<file path="config.mk">
export PLATFORM = sky130hd
export DESIGN_NAME = fsu_status_unit
export DESIGN_NICKNAME = d
export VERILOG_FILES = /design/src/rtl/fsu_pkg.sv /design/src/rtl/fsu_flags.sv /design/src/rtl/fsu_ccode.sv /design/src/rtl/fsu_irq.sv /design/src/rtl/fsu_status_unit.sv
export SDC_FILE = /design/constraint.sdc
export NUM_CORES = 1
export LEC_CHECK = 0
export ABC_AREA = 0
export ABC_CLOCK_PERIOD_IN_PS = 1400
export BUFFER_PORTS_ARGS = -buffer_cell sky130_fd_sc_hd__buf_4
export CORE_MARGIN = 2
export CORE_UTILIZATION = 35
export DETAILED_ROUTE_END_ITERATION = 16
export PLACE_DENSITY = 0.69
export SLEW_MARGIN = 20
export SYNTH_ARGS = -nofsm -noshare
export SYNTH_HDL_FRONTEND = slang
export SYNTH_SLANG_ARGS = --single-unit
</file>
<file path="constraint.sdc">
create_clock -name clk -period 1.4 [get_ports clk]
set_input_delay 0.21 -clock clk [delete_from_list [all_inputs] [get_ports clk]]
set_output_delay 0.21 -clock clk [all_outputs]
set_load 0.02 [all_outputs]
</file>
<file path="src/rtl/fsu_pkg.sv">
package fsu_pkg;
  localparam int NUM_EXC = 6;
  localparam int TOP_W   = 3;
  localparam int SW_W    = 16;
  localparam int INV_BIT = 0;
  localparam logic [NUM_EXC-1:0] MASK_RST = '1;

  typedef enum logic [1:0] {
    CMP_GT = 2'd0,
    CMP_LT = 2'd1,
    CMP_EQ = 2'd2,
    CMP_UN = 2'd3
  } cmp_res_e;

  typedef struct packed {
    logic c3;
    logic c2;
    logic c1;
    logic c0;
  } ccode_t;

  function automatic ccode_t enc_cmp(cmp_res_e r);
    ccode_t c;
    c = '0;
    case (r)
      CMP_GT: begin c.c3 = 1'b0; c.c2 = 1'b0; c.c0 = 1'b0; end
      CMP_LT: begin c.c3 = 1'b0; c.c2 = 1'b0; c.c0 = 1'b1; end
      CMP_EQ: begin c.c3 = 1'b1; c.c2 = 1'b0; c.c0 = 1'b0; end
      default: begin c.c3 = 1'b1; c.c2 = 1'b1; c.c0 = 1'b1; end
    endcase
    return c;
  endfunction
endpackage

</file>
<file path="src/rtl/fsu_flags.sv">
module fsu_flags
  import fsu_pkg::*;
#(
  parameter int N = NUM_EXC
) (
  input  logic         clk,
  input  logic         rst_n,
  input  logic         init_i,
  input  logic         clr_i,
  input  logic         take_i,
  input  logic [N-1:0] exc_i,
  input  logic         sf_i,
  output logic [N-1:0] flags_o,
  output logic         sf_o
);
  logic [N-1:0] flags_q;
  logic         sf_q;
  logic [N-1:0] fault_vec;

  always_comb begin
    fault_vec = '0;
    fault_vec[INV_BIT] = sf_i;
  end

  always_ff @(posedge clk or negedge rst_n) begin
    if (!rst_n) begin
      flags_q <= '0;
      sf_q    <= 1'b0;
    end else if (init_i || clr_i) begin
      flags_q <= '0;
      sf_q    <= 1'b0;
    end else if (take_i) begin
      flags_q <= flags_q | exc_i | fault_vec;
      sf_q    <= sf_q | sf_i;
    end
  end

  assign flags_o = flags_q;
  assign sf_o    = sf_q;

  // without clear or init no flag ever drops
  assert_flags_sticky_R3: assert property (@(posedge clk) disable iff (!rst_n)
    (!init_i && !clr_i) |=> ((flags_q & $past(flags_q)) == $past(flags_q)));

  // accepted exception bits are present after the edge
  assert_flags_set_R2: assert property (@(posedge clk) disable iff (!rst_n)
    (take_i && !init_i && !clr_i) |=> ((flags_q & $past(exc_i)) == $past(exc_i)));

  // clear empties flags and fault
  assert_clear_flags_R8: assert property (@(posedge clk) disable iff (!rst_n)
    clr_i |=> (flags_q == '0 && !sf_q));
endmodule

</file>
<file path="src/rtl/fsu_ccode.sv">
module fsu_ccode
  import fsu_pkg::*;
(
  input  logic   clk,
  input  logic   rst_n,
  input  logic   init_i,
  input  logic   take_i,
  input  logic   cmp_en_i,
  input  logic [1:0] cmp_i,
  input  logic   sf_i,
  input  logic   sf_dir_i,
  output ccode_t cc_o
);
  ccode_t cc_q;
  ccode_t cc_d;
  ccode_t cmp_code;

  assign cmp_code = enc_cmp(cmp_res_e'(cmp_i));

  always_comb begin
    cc_d = cc_q;
    if (take_i) begin
      if (cmp_en_i) begin
        cc_d.c3 = cmp_code.c3;
        cc_d.c2 = cmp_code.c2;
        cc_d.c0 = cmp_code.c0;
        cc_d.c1 = 1'b0;
      end
      if (sf_i) cc_d.c1 = sf_dir_i;
    end
  end

  always_ff @(posedge clk or negedge rst_n) begin
    if (!rst_n)      cc_q <= '0;
    else if (init_i) cc_q <= '0;
    else             cc_q <= cc_d;
  end

  assign cc_o = cc_q;

  // an equal compare reads C3=1 C2=0 C0=0
  assert_cmp_equal_R6: assert property (@(posedge clk) disable iff (!rst_n)
    (take_i && cmp_en_i && cmp_i == 2'd2 && !init_i) |=> (cc_q.c3 && !cc_q.c2 && !cc_q.c0));

  // fault direction lands in C1
  assert_fault_dir_R5: assert property (@(posedge clk) disable iff (!rst_n)
    (take_i && sf_i && !init_i) |=> (cc_q.c1 == $past(sf_dir_i)));

  // initialise zeroes condition bits
  assert_init_cc_R9: assert property (@(posedge clk) disable iff (!rst_n)
    init_i |=> (cc_q == '0));
endmodule

</file>
<file path="src/rtl/fsu_irq.sv">
module fsu_irq
  import fsu_pkg::*;
#(
  parameter int N = NUM_EXC
) (
  input  logic         clk,
  input  logic         rst_n,
  input  logic         init_i,
  input  logic         clr_i,
  input  logic         mask_wr_i,
  input  logic [N-1:0] mask_i,
  input  logic [N-1:0] flags_i,
  output logic [N-1:0] mask_o,
  output logic         irq_o
);
  logic [N-1:0] mask_q;
  logic [N-1:0] pend;
  logic         irq_q;

  for (genvar i = 0; i < N; i++) begin : g_pend
    assign pend[i] = flags_i[i] & ~mask_q[i];
  end

  always_ff @(posedge clk or negedge rst_n) begin
    if (!rst_n)         mask_q <= MASK_RST;
    else if (init_i)    mask_q <= MASK_RST;
    else if (mask_wr_i) mask_q <= mask_i;
  end

  always_ff @(posedge clk or negedge rst_n) begin
    if (!rst_n)                irq_q <= 1'b0;
    else if (init_i || clr_i)  irq_q <= 1'b0;
    else                       irq_q <= |pend;
  end

  assign mask_o = mask_q;
  assign irq_o  = irq_q;

  // nothing unmasked pending means no request next cycle
  assert_irq_quiet_R7: assert property (@(posedge clk) disable iff (!rst_n)
    ((flags_i & ~mask_q) == '0) |=> !irq_q);

  // an unmasked pending flag raises the request next cycle
  assert_irq_raise_R7: assert property (@(posedge clk) disable iff (!rst_n)
    (((flags_i & ~mask_q) != '0) && !init_i && !clr_i) |=> irq_q);

  // initialise restores all-masked state
  assert_init_mask_R9: assert property (@(posedge clk) disable iff (!rst_n)
    init_i |=> (mask_q == MASK_RST && !irq_q));
endmodule

</file>
<file path="src/rtl/fsu_status_unit.sv">
module fsu_status_unit
  import fsu_pkg::*;
(
  input  logic        clk,
  input  logic        rst_n,
  input  logic        ev_valid,
  output logic        ev_ready,
  input  logic [5:0]  ev_exc,
  input  logic        ev_stk_fault,
  input  logic        ev_stk_dir,
  input  logic        ev_cmp_en,
  input  logic [1:0]  ev_cmp_res,
  input  logic [2:0]  top_in,
  input  logic        busy_in,
  input  logic        mask_wr,
  input  logic [5:0]  mask_in,
  input  logic        clr_exc,
  input  logic        init,
  output logic [15:0] status_word,
  output logic [5:0]  mask_out,
  output logic        irq
);
  logic [NUM_EXC-1:0] flags;
  logic               sf;
  ccode_t             cc;
  logic [TOP_W-1:0]   top_q;
  logic               busy_q;
  logic               take;
  logic               err_sum;

  assign ev_ready = !(clr_exc || init);
  assign take     = ev_valid && ev_ready;

  fsu_flags #(.N(NUM_EXC)) u_flags (
    .clk(clk), .rst_n(rst_n), .init_i(init), .clr_i(clr_exc),
    .take_i(take), .exc_i(ev_exc), .sf_i(ev_stk_fault),
    .flags_o(flags), .sf_o(sf)
  );

  fsu_ccode u_cc (
    .clk(clk), .rst_n(rst_n), .init_i(init), .take_i(take),
    .cmp_en_i(ev_cmp_en), .cmp_i(ev_cmp_res),
    .sf_i(ev_stk_fault), .sf_dir_i(ev_stk_dir), .cc_o(cc)
  );

  fsu_irq #(.N(NUM_EXC)) u_irq (
    .clk(clk), .rst_n(rst_n), .init_i(init), .clr_i(clr_exc),
    .mask_wr_i(mask_wr), .mask_i(mask_in), .flags_i(flags),
    .mask_o(mask_out), .irq_o(irq)
  );

  always_ff @(posedge clk or negedge rst_n) begin
    if (!rst_n) begin
      top_q  <= '0;
      busy_q <= 1'b0;
    end else begin
      top_q  <= top_in;
      busy_q <= busy_in;
    end
  end

  assign err_sum = |flags;

  assign status_word = {busy_q, cc.c3, top_q, cc.c2, cc.c1, cc.c0,
                        err_sum, sf, flags};

  // no event is accepted while a clear or initialise is applied
  assert_ready_low_R10: assert property (@(posedge clk) disable iff (!rst_n)
    (clr_exc || init) |-> !ev_ready);

  // summary bit follows the flags
  assert_summary_R4: assert property (@(posedge clk) disable iff (!rst_n)
    status_word[7] == (status_word[5:0] != 6'd0));

  // top field follows its input one edge later
  assert_top_follow_R11: assert property (@(posedge clk) disable iff (!rst_n)
    1'b1 |=> (status_word[13:11] == $past(top_in)));
endmodule

</file>
---- After elaboration in Yosys (flattened, before gate mapping) ----
Cells that the tools add are included.
storage, ports and cells
  register bits after elaboration ......... 22
  output and inout port bits .............. 24
  logic and storage cells ................. 55
operators by class
  eq/ne operators ......................... 2
  mux-type cells .......................... 13
  bitwise operators ....................... 15
  reduce and logical (&&, ||, !) cells .... 15
operators with widths
  cell                                            count
  two-way mux 6 bit                               4
  two-way mux 4 bit                               3
  OR reduction 6 bit                              2
  nonzero test 2 bit                              4
  bitwise AND 1 bit                               6
  inverter 1 bit                                  6
  OR 6 x 1 -> 6 bit                               1
  OR 6 bit                                        1
  two-way mux 1 bit                               5
  case mux 2 bit (2 select lines)                 1
  AND reduction 2 bit                             2
  OR reduction 2 bit                              2
  nonzero test 3 bit                              1
  == test 2 x 1 -> 1 bit (second input constant)  1
  == test 2 bit (second input constant)           1
  logical NOT 2 bit                               1
  logical AND 1 bit                               1
  logical NOT 1 bit                               1
  logical OR 1 bit                                1
  OR 1 bit                                        1

---- Logic depth before layout (Yosys ltp) ----
  depth after elaboration ................. 7
  depth in mapped cells ................... 5
  mapped depth without buffers ............ 4

---- Cells and area by module ----
Synthesis repeated with hierarchy kept, for this count alone.
unflattened totals
  cell total of the unflattened synthesis .. 82
  area, all modules ....................... 937.1 sq um
by module, submodules not included
  module           times used  cells an instance  area each (sq um)
  fsu_irq          1           29                 334.1
  fsu_flags        1           24                 267.8
  fsu_ccode        1           17                 188.9
  fsu_status_unit  1           12                 146.4

---- Worst setup path before layout ----
OpenSTA, ideal clock, no wires.
  kind .................................... register to output
  start point ............................. reg u_flags.flags_q[2], in the netlist u_flags.flags_o[2]
  end point ............................... out status_word[7]
  arrival ................................. 984 ps
  slack ................................... 206 ps
  stages on the path, launching flop included .. 4
  buffers on the path ..................... 1
  path through ............................ dfrtp_1 > nor4_1 > nand3_1 > buf_4
between the ends
  word-level cells in the longest chain between the ends .. 1
RTL lines
  item                    line                   RTL
  start, declared         fsu_flags.sv:16        logic [N-1:0] flags_q;
  start signal, assigned  fsu_flags.sv:33        flags_q <= flags_q | exc_i | fault_vec;
  OR reduction 6 bit      fsu_status_unit.sv:62  assign err_sum = |flags;
  end, declared           fsu_status_unit.sv:19  output logic [15:0] status_word,
Every way passes these cells.

---- Final worst setup path ----
Ends and elaborated chain as after synthesis.

==> qor.csv <==
metric;value;unit
num ports;51;
Routed met3 length;217;um
Post-Syn Area per Cell;11.2;um^2
Yosys cell types;24;
#FFs+latches synth;22;
initial antenna violation count;0;
YS warnings;0;
P_leak;0.000676;uW
row count;18;
Worst Skew;0.000649;ns
wl on met1;943;um
Max Slew Vio Count;0;
period utilization;107;%
# setup viols final;1;
slowest stage cell, crit path;dfrtp_1;
clock buffer depth;2;
clk_lat worst skew;0.31;ns
origin of the worst setup path;u_flags.flags_o[2];
Core ar.;2500;um^2
Buf+Inv Stages, Crit Path;1;
final wirelength;2190;um
part of the power in registers;56.2;%
Logic pwr share;20.8;%
register area share after synthesis;59.9;%
PwrDens;883;nW/um^2
Worst-path clk slew;0.11;ns
Die Wd;55.6;um
DRC;0;
WL met2;1020;um
Worst path top cell family by delay;flip-flops;
HP Class;primary input to flip-flop;
Remaining Overflow, GRT;0;
largest net degree at the start of global routing;23;
fmax;667;MHz
RR Endpoint;u_irq.irq_o;
Netlist Area Pre-Place;932;um^2
DIE AREA;3090;um^2
CTS buffer count;3;
Setup WS post-layout;-0.0990;ns
violated checks;negative setup slack;
peak supply drop;0.693;mV
first-pass GRT wire length;3610;um
worst path cell trace;nor4_2 -> nand3_1 -> buf_6;
Worst Hold End;u_irq.mask_o[1];
Max-Slew Margin vs Limit;75.1;%
share of cells above drive strength 1;47.8;%
hold path startpoint;mask_in[1];
DR WL/cell;13.2;um
DIE HEIGHT;55.6;um
hold depth;2;
Required @ worst endpoint;1.19;ns
CP Launch Type;flip-flop;
Final ANT Viol Nets;0;
via count;808;
NetSw;324;uW
unrepaired setup endpoints after global routing;true;
Register-to-Register Path Depth;4;
starting density of the core;37.3;%
vias per cell;4.87;
placed inst area;1290;um^2
Area Overhead vs Synth;49.4;%
GPL Wtd Cong;0.785;
H-Tree Level Count;1;
Detailed Route Iter0 Violations;14;
reg2reg setup slack;0.28;ns
sw frac;26.4;%
Pre-antenna DRT Iters;4;
Worst R2R Start;u_flags.flags_o[1];
Worst path max stage delay;0.42;ns
clk root buf;clkbuf_4;
fin area;1390;um^2
Fin. Hold Viols;0;
Antenna diodes;0;
clock power share;23.0;%
fin crit period;1.50;ns
Int Pwr;905;uW
status;complete, but fails checks;
Top Layer Used;met4;
CTS tree;built;
Least-Margin Pin Slew;0.374;ns
CP endpoint kind;output pin;
vias in the first global route;821;
Nets;165;
# port buffers;50;
Crit path arrival time;1.29;ns
crit-path max FO;2;
number of fill cells in the layout;239;
Clock Sink Count;22;
Fin Hold WS;0.104;ns
syn_nets;110;
CP Class;flip-flop to output pin;
max-cap viol count;0;
post-DP HPWL;1660;um
Cells after Synth;83;
global-route usage over all layers;14.8;%
synth_stat cells (all sizes together):
cell | number | area, um^2
dfrtp | 16 | 400
a21oi | 8 | 40.0
inv | 8 | 35.0
nor2 | 8 | 30.0
a211o | 6 | 52.6
buf | 6 | 46.3
dfstp | 6 | 158
nor2b | 6 | 37.5
nand3 | 3 | 15.0
o22ai | 3 | 18.8
mux2i | 2 | 20.0
nand2 | 2 | 7.51
and4bb | 1 | 16.3
clkbuf | 1 | 3.75
nand2b | 1 | 6.26
nand4 | 1 | 6.26
nor4 | 1 | 6.26
o21ai | 1 | 5.00
o31a | 1 | 8.76
o31ai | 1 | 12.5
or2 | 1 | 6.26
per-stage QoR:
stage	util, %	instances	worst slack [ns]	setup TNS [ns]	power (uW)
3_3_place_gp	51.8	156	0.203	0	939
6_report	55.7	166	-0.0990	-0.0990	1230
2_1_floorplan	-	83	0.206	0	819
4_1_cts	55.3	165	-0.0935	-0.0935	1240
3_5_place_dp	51.8	156	0.176	0	943
5_1_grt	55.7	166	-0.177	-0.177	1290
kinds of logic (layout without fill, tap and decap cells):
group	count (synthesis)	in the layout	share of synthesized area (%)
AOI/OAI and AO/OA	20	20	14.8
buffers and inverters	15	68	9.13
DFF	22	22	59.9
muxes	2	2	2.15
and+or+nand+nor	24	24	14.1
power by group through the flow:
| stage | combinational (uW) | sequential, uW | clock (uW) |
|---|---|---|---|
| 2_1_floorplan | 87.7 | 732 | 0 |
| 3_3_place_gp | 237 | 702 | 0 |
| 3_5_place_dp | 239 | 703 | 0 |
| 4_1_cts | 257 | 692 | 291 |
| 5_1_grt | 275 | 695 | 324 |
| 6_report | 256 | 691 | 282 |
what timing repair did:
| item | in CTS | in global routing |
|---|---|---|
| hold endpoints to repair | 19 | 1 |
| pin swaps | 0 | 1 |
| setup buffers | 2 | 0 |
| hold buffers | 4 | 1 |
| resized for setup | 2 | 0 |
| endpoints found under the setup margin | 1 | 1 |
worst max path at each step:
stage                     cells past startpoint  slack [ns]        endpoint
after floorplan                               3        0.21  status_word[7]
after detailed placement                      4        0.18    u_cc.cc_o[1]
after global routing                          3       -0.18  status_word[7]
after CTS                                     3       -0.09  status_word[7]
final                                         3        -0.1  status_word[7]
after global placement                        4        0.20        ev_ready
routing by layer:
metal	vias to the layer above	track usage, %
met1	381	17.7
met2	37	24.3
met3	2	7.44
met5	-	0
li1	388	-
met4	0	2.09
cell usage in the layout, fill, tap and decap left out, types with 2 or more instances in the layout:
cell	netlist	layout
a211o_1	6	6
a21oi_1	8	8
buf_4	4	51
clkbuf_4	0	3
dfrtp_1	16	16
dfstp_2	6	6
dlygate4sd3_1	0	5
inv_1	7	7
mux2i_1	2	2
nand2_1	2	2
nand3_1	3	3
nor2_1	8	8
nor2b_1	6	6
o22ai_1	3	3
state kept, by name, summed over array words and instances, names as in the netlist:
register,count
top_q,3
u_flags.flags_o,6
u_irq.mask_o,6
u_flags.sf_o,1
busy_q,1
u_irq.irq_o,1
u_cc.cc_o,4
final cells by class:
| cell class | instances | area (um^2) | area share (%) |
|---|---|---|---|
| well taps | 30 | 37.5 | 2.70 |
| repair buffers | 57 | 444 | 31.9 |
| clock buffers | 3 | 22.5 | 1.62 |
| multi-input cells | 46 | 295 | 21.2 |
| flip-flops and latches | 22 | 558 | 40.1 |
| inverters | 8 | 35.0 | 2.52 |
(Power assumes the default switching activity.)
